**src/rtl/codec_irq_pkg.sv**
```systemverilog
package codec_irq_pkg;
  localparam int EVW = 8;
  localparam int B_GPIO = 6;
  localparam int B_LOCK = 5;
  localparam int B_HPRD = 4;
  localparam int B_MVOL = 3;
  localparam int B_OCL  = 1;
  localparam int B_OCR  = 0;
  // Detection kind per status position
  localparam logic [EVW-1:0] RISE_MASK   = (EVW'(1) << B_HPRD) | (EVW'(1) << B_MVOL)
                                         | (EVW'(1) << B_OCL)  | (EVW'(1) << B_OCR);
  localparam logic [EVW-1:0] BOTH_MASK   = (EVW'(1) << B_LOCK) | (EVW'(1) << B_GPIO);
  localparam logic [EVW-1:0] STICKY_MASK = RISE_MASK | (EVW'(1) << B_LOCK);
  localparam logic [EVW-1:0] LEVEL_MASK  = EVW'(1) << B_GPIO;
  localparam logic [EVW-1:0] EN_MASK     = RISE_MASK | BOTH_MASK;
endpackage

```
**src/rtl/codec_irq_sync.sv**
```systemverilog
module codec_irq_sync #(
  parameter int W      = 8,
  parameter int STAGES = 2
) (
  input  logic         clk,
  input  logic         rst_n,
  input  logic [W-1:0] d,
  output logic [W-1:0] q
);
  logic [W-1:0] stage_q [STAGES];
  logic [W-1:0] stage_d [STAGES];

  always_comb begin
    stage_d[0] = d;
    for (int i = 1; i < STAGES; i++) stage_d[i] = stage_q[i-1];
  end

  always_ff @(posedge clk or negedge rst_n) begin
    if (!rst_n) begin
      for (int i = 0; i < STAGES; i++) stage_q[i] <= '0;
    end else begin
      for (int i = 0; i < STAGES; i++) stage_q[i] <= stage_d[i];
    end
  end

  assign q = stage_q[STAGES-1];
endmodule

```
**src/rtl/codec_irq_detect.sv**
```systemverilog
module codec_irq_detect
  import codec_irq_pkg::*;
(
  input  logic           clk,
  input  logic           rst_n,
  input  logic [EVW-1:0] lvl,
  output logic [EVW-1:0] evt
);
  logic [EVW-1:0] prev_q;

  always_ff @(posedge clk or negedge rst_n) begin
    if (!rst_n) prev_q <= '0;
    else        prev_q <= lvl;
  end

  for (genvar b = 0; b < EVW; b++) begin : g_bit
    if (BOTH_MASK[b]) begin : g_both
      assign evt[b] = lvl[b] ^ prev_q[b];
    end else if (RISE_MASK[b]) begin : g_rise
      assign evt[b] = lvl[b] & ~prev_q[b];
    end else begin : g_none
      assign evt[b] = 1'b0;
    end
  end

  AST_LOCK_BOTH_EDGES: assert property (@(posedge clk) disable iff (!rst_n)
    (lvl[B_LOCK] != prev_q[B_LOCK]) |-> evt[B_LOCK]);
  AST_FALL_IGNORED: assert property (@(posedge clk) disable iff (!rst_n)
    (!lvl[B_OCL] && prev_q[B_OCL]) |-> !evt[B_OCL]);
endmodule

```
**src/rtl/codec_irq_core.sv**
```systemverilog
module codec_irq_core
  import codec_irq_pkg::*;
(
  input  logic           clk,
  input  logic           rst_n,
  input  logic [EVW-1:0] evt,
  input  logic [EVW-1:0] lvl,
  input  logic [EVW-1:0] en,
  input  logic [1:0]     mode,
  input  logic           rd_clr,
  output logic [EVW-1:0] status,
  output logic           alert,
  output logic           pulse
);
  logic [EVW-1:0] flags_q, flags_d;
  logic           alert_q, alert_d;
  logic           pulse_q, pulse_d;
  logic           hit;

  always_comb begin
    hit     = |(evt & en);
    flags_d = (rd_clr ? '0 : flags_q) | (evt & STICKY_MASK);
    alert_d = (rd_clr ? 1'b0 : alert_q) | hit;
    pulse_d = hit & ~alert_q & mode[1];
  end

  always_ff @(posedge clk or negedge rst_n) begin
    if (!rst_n) begin
      flags_q <= '0;
      alert_q <= 1'b0;
      pulse_q <= 1'b0;
    end else begin
      flags_q <= flags_d;
      alert_q <= alert_d;
      pulse_q <= pulse_d;
    end
  end

  assign status = (flags_q & STICKY_MASK) | (lvl & LEVEL_MASK);
  assign alert  = alert_q;
  assign pulse  = pulse_q;

  AST_ALERT_STICKY: assert property (@(posedge clk) disable iff (!rst_n)
    (alert_q && !rd_clr) |=> alert_q);
  AST_CLEAR_WINS: assert property (@(posedge clk) disable iff (!rst_n)
    (rd_clr && !(|(evt & en))) |=> !alert_q);
  AST_ENABLED_CAUSE: assert property (@(posedge clk) disable iff (!rst_n)
    (!alert_q && !(|(evt & en))) |=> !alert_q);
  AST_PULSE_ONE_CYCLE: assert property (@(posedge clk) disable iff (!rst_n)
    pulse_q |=> !pulse_q);
  AST_PULSE_ON_SET: assert property (@(posedge clk) disable iff (!rst_n)
    pulse_q |-> (alert_q && !$past(alert_q) && $past(mode[1])));
endmodule

```
**src/rtl/codec_irq_ctrl.sv**
```systemverilog
module codec_irq_ctrl
  import codec_irq_pkg::*;
#(
  parameter int SYNC_STAGES = 2
) (
  input  logic           clk,
  input  logic           rst_n,
  input  logic           lock_in,
  input  logic           hp_ready_in,
  input  logic           min_vol_in,
  input  logic           oc_left_in,
  input  logic           oc_right_in,
  input  logic           gpio_in,
  input  logic           en_we,
  input  logic [EVW-1:0] en_wdata,
  input  logic [1:0]     gpio_mode,
  input  logic           rd_clr,
  output logic [EVW-1:0] status,
  output logic           alert,
  output logic           gpio_out
);
  logic [1:0]     rst_pipe_q;
  logic           rst_s_n;
  logic [EVW-1:0] raw, lvl, evt;
  logic [EVW-1:0] en_q, en_d;

  always_ff @(posedge clk or negedge rst_n) begin
    if (!rst_n) rst_pipe_q <= '0;
    else        rst_pipe_q <= {rst_pipe_q[0], 1'b1};
  end
  assign rst_s_n = rst_pipe_q[1];

  always_comb begin
    raw         = '0;
    raw[B_GPIO] = gpio_in;
    raw[B_LOCK] = lock_in;
    raw[B_HPRD] = hp_ready_in;
    raw[B_MVOL] = min_vol_in;
    raw[B_OCL]  = oc_left_in;
    raw[B_OCR]  = oc_right_in;
  end

  always_comb begin
    en_d = en_q;
    if (en_we) en_d = en_wdata & EN_MASK;
  end

  always_ff @(posedge clk or negedge rst_s_n) begin
    if (!rst_s_n) en_q <= '0;
    else          en_q <= en_d;
  end

  codec_irq_sync #(.W(EVW), .STAGES(SYNC_STAGES)) u_sync (
    .clk(clk), .rst_n(rst_s_n), .d(raw), .q(lvl)
  );

  codec_irq_detect u_detect (
    .clk(clk), .rst_n(rst_s_n), .lvl(lvl), .evt(evt)
  );

  codec_irq_core u_core (
    .clk(clk), .rst_n(rst_s_n), .evt(evt), .lvl(lvl), .en(en_q),
    .mode(gpio_mode), .rd_clr(rd_clr),
    .status(status), .alert(alert), .pulse(gpio_out)
  );

  AST_RESERVED_ZERO: assert property (@(posedge clk) disable iff (!rst_s_n)
    (status[7] == 1'b0) && (status[2] == 1'b0));
  AST_NO_PULSE_LOW_MODE: assert property (@(posedge clk) disable iff (!rst_s_n)
    !gpio_mode[1] |=> !gpio_out);
endmodule

```
**config.mk**
```make
export PLATFORM = sky130hd
export DESIGN_NAME = codec_irq_ctrl
export DESIGN_NICKNAME = d
export VERILOG_FILES = /design/src/rtl/codec_irq_pkg.sv /design/src/rtl/codec_irq_sync.sv /design/src/rtl/codec_irq_detect.sv /design/src/rtl/codec_irq_core.sv /design/src/rtl/codec_irq_ctrl.sv
export SDC_FILE = /design/constraint.sdc
export NUM_CORES = 1
export LEC_CHECK = 0
export BUFFER_PORTS_ARGS = -buffer_cell sky130_fd_sc_hd__buf_2
export CAP_MARGIN = 10
export CORE_MARGIN = 4
export CORE_UTILIZATION = 49
export DETAILED_ROUTE_END_ITERATION = 10
export PLACE_DENSITY = 0.82
export SYNTH_ARGS = -nofsm -noshare
export SYNTH_HDL_FRONTEND = slang
export SYNTH_SLANG_ARGS = --single-unit
```
**constraint.sdc**
```tcl
create_clock -name clk -period 1.3 [get_ports clk]
set_input_delay 0.195 -clock clk [delete_from_list [all_inputs] [get_ports clk]]
set_output_delay 0.195 -clock clk [all_outputs]
set_load 0.1 [all_outputs]
```
==> metrics.md <==
| Metric | Value |
|---|---|
| Worst path depth | `1` |
| Clock Tree Buf Depth | `2` |
| FF+latch area | `826 um^2` |
| Reg2reg start | `u_sync.q[5]` |
| Final setup margin | `roughly 0.11 ns` |
| Tmin final | `about 1.2 ns` |
| Worst R2R Path Depth | `3` |
| RSZ-0062 raised after global routing | `no` |
| Worst slack, placed | `approximately 0.27 ns` |
| LEAKAGE | `0.671 nW` |
| GR Util All Layers | `~14%` |
| CP Max Fanout | `3` |
| CP top delay family | `flip-flops` |
| Dpl cell area | `1250 um^2` |
| WP data arrival | `0.99 ns` |
| Setup crit start kind | `register` |
| Post-synthesis sequential area ratio | `76.2%` |
| Postcts setup bufs | `0` |
| Port bufs | `24` |
| Final WL | `between 1500 and 2000 um` |
| GRT overflow | `0` |
| Synthesized cell area | `between 1000 and 1500 um^2` |
| Die height | `about 55 um` |
| I/O Pins | `30` |
| Outcome | `finished, final reports clean` |
| Routed wire length per instance | `roughly 14 um` |
| Fillers | `around 150` |
| Achievable frequency | `0.842 GHz` |
| Placer Congestion | `~0.7` |
| Number of global-route vias before repair | `~660` |
| DP HPWL | `roughly 1300 um` |
| Share of the synthesized area in the top cell type | `between 70% and 80%` |
| Clock slew at reported path FFs | `approximately 0.10 ns` |
| Setup TNS | `0 ns` |
| Synthesized area per cell | `between 15 and 20 um^2` |
| Fin. max-slew vios | `0` |
| TritonCTS clock tree | `built` |
| FF+latch count, synth | `33` |
| Layout cells sized above 1 | `39.4%` |
| Initial DRC count | `3` |
| Design area | `around 1400 um^2` |
| Max stage delay on crit path | `about 0.37 ns` |
| Synth async-reset ratio | `100%` |
| Ys Warns | `0` |
| Reg-to-reg endpoint | `u_core.alert` |
| Core box area | `between 2000 and 2500 um^2` |
| Layout Nets | `123` |
| Hold Vio Cnt, Final | `0` |
| Inserted Clock Buffers | `5` |
| DRC | `0` |
| Mapped Cells | `67` |
| Hold WC Path Type | `in -> reg` |
| Synth-to-Final Area Change | `28.1%` |
| EDFF count, synth | `0` |
| Max Cap Viol | `0` |
| Starting Density | `between 50% and 60%` |
| # rows | `16` |
| ANT cells | `0` |
| Root buffer cell | `clkbuf_4` |
| VDD IR max | `0.000936 V` |
| Period utilisation layout | `between 90% and 100%` |
| H-tree levels | `2` |
| Yosys cell types | `16` |
| Worst path buffer plus inverter count | `1` |
| Multi-input gate area | `between 200 and 250 um^2` |
| CP Capture Type | `primary output` |
| ANT nets after route | `0` |
| Synth Flop Type | `dfrtp_1` |
| Horiz. Die Dim | `55.0 um` |
| R2R Setup Slk | `0.27 ns` |
| CP max stage cell | `dfrtp_1` |
| Count leader, synth | `dfrtp_1` |
| Top cells by area, synth | `dfrtp_1 76%, mux2_2 6.2%, a22o_1 3.2%, nand3b_1 2.8%, buf_4 2.1%` |
| Number of clock sinks | `33` |
| DRT Pass-1 Iters | `3` |
| Clock skew | `0.00754 ns` |
| Clock latency on the worst-skew pair | `0.32 ns` |
| First-pass GRT wire length | `approximately 2800 um` |
| Die area | `3030 um^2` |
| Vias | `around 610` |
| Critical Path RT | `approximately 1.1 ns` |
| Most common library cells after synthesis | `33 x dfrtp_1, 6 x mux2_2, 5 x inv_1, 4 x a22o_1, 4 x nand3b_1` |
| Power density cells | `1470 nW/um^2` |
| Setup-failing EPs final | `0` |
| Largest net degree at the start of global routing | `23` |
| Critical Path, Cell by Cell | `buf_4` |
| Critical path class | `reg -> out` |
| Leading area contributor after synthesis | `dfrtp_1` |
| Setup crit end | `alert` |
| Setup crit start | `u_core.alert` |
| Initial antenna violation count | `0` |
| Vias/cell | `roughly 4.6` |
registers in the layout, indices dropped and copies added, names as in the netlist:
signal,flops
u_detect.prev_q,6
u_sync.stage_d,6
en_q,6
u_sync.q,6
u_core.pulse,1
rst_pipe_q,2
u_core.flags_q,5
u_core.alert,1
timing repair:
| action | CTS | global route |
|---|---|---|
| setup endpoints to repair | 6 | 1 |
| hold buffers | 7 | 0 |
| gates resized for setup | 6 | 1 |
| endpoints found under the hold margin | 8 | 0 |
| gates cloned | 0 | 0 |
area by class of cell:
| class | count | share of cell area, % |
|---|---|---|
| clock buffer | 6 | 2.98 |
| clock inverter | 2 | 0.721 |
| inverter | 5 | 1.35 |
| multi-input combinational | 26 | 15.5 |
| sequential | 33 | 59.5 |
| tap | 27 | 2.43 |
| timing repair buffer | 32 | 17.5 |
how the worst min path moves through the flow:
stage,from,end,slack [ns],cells past startpoint
2_1_floorplan,rst_n,rst_pipe_q[0],-0.10,0
3_3_place_gp,rst_n,rst_pipe_q[0],-0.02,1
3_5_place_dp,rst_n,rst_pipe_q[1],-0.02,1
4_1_cts,en_wdata[3],en_q[3],0.09,2
5_1_grt,en_wdata[5],en_q[5],0.09,2
6_report,en_wdata[3],en_q[3],0.1,2
layer usage:
metal  wire length, um  track usage [%]  vias up
met4                35             6.88        0
met1               673             13.8      298
met2               974             25.4       19
met5                 0                0        -
li1                  -                -      286
met3               104             6.70        4
cell usage in the layout (no fill, tap or decap), drive strengths merged, types with 2 or more instances in the layout:
master       netlist  layout
a22o               4       4
buf                4      24
clkbuf             0       7
clkinv             0       2
conb               2       3
dfrtp             33      33
dlygate4sd3        0       7
inv                5       5
mux2               6       6
nand3b             4       4
xor2               2       2
report_power, final:
| group | internal, mW | switching, mW | total (mW) | leakage, nW |
|---|---|---|---|---|
| registers | 1.10 | 0.0463 | 1.14 | 0.386 |
| logic | 0.114 | 0.259 | 0.374 | 0.253 |
| clock network | 0.206 | 0.321 | 0.527 | 0.0320 |
stage by stage:
stage	cells	util [%]	power [mW]	hold WS (ns)
after floorplan	68	-	1.43	-0.101
after global placement	116	61.8	1.50	-0.0199
after detailed placement	116	61.8	1.51	-0.0162
after CTS	131	68.5	2.06	0.0858
after global routing	131	68.6	2.14	0.0882
final	131	68.6	2.04	0.0994
cells by family after synthesis:
logic type | Yosys count | synth area share (%)
and+or+nand+nor | 8 | 4.97
buffers and inverters | 9 | 4.27
muxes | 6 | 6.24
other | 2 | 0.693
xor gates and xnor gates | 2 | 1.62
DFF | 33 | 76.2
AOI/OAI and AO/OA | 7 | 6.00
Power figures use the tool's default switching activity.
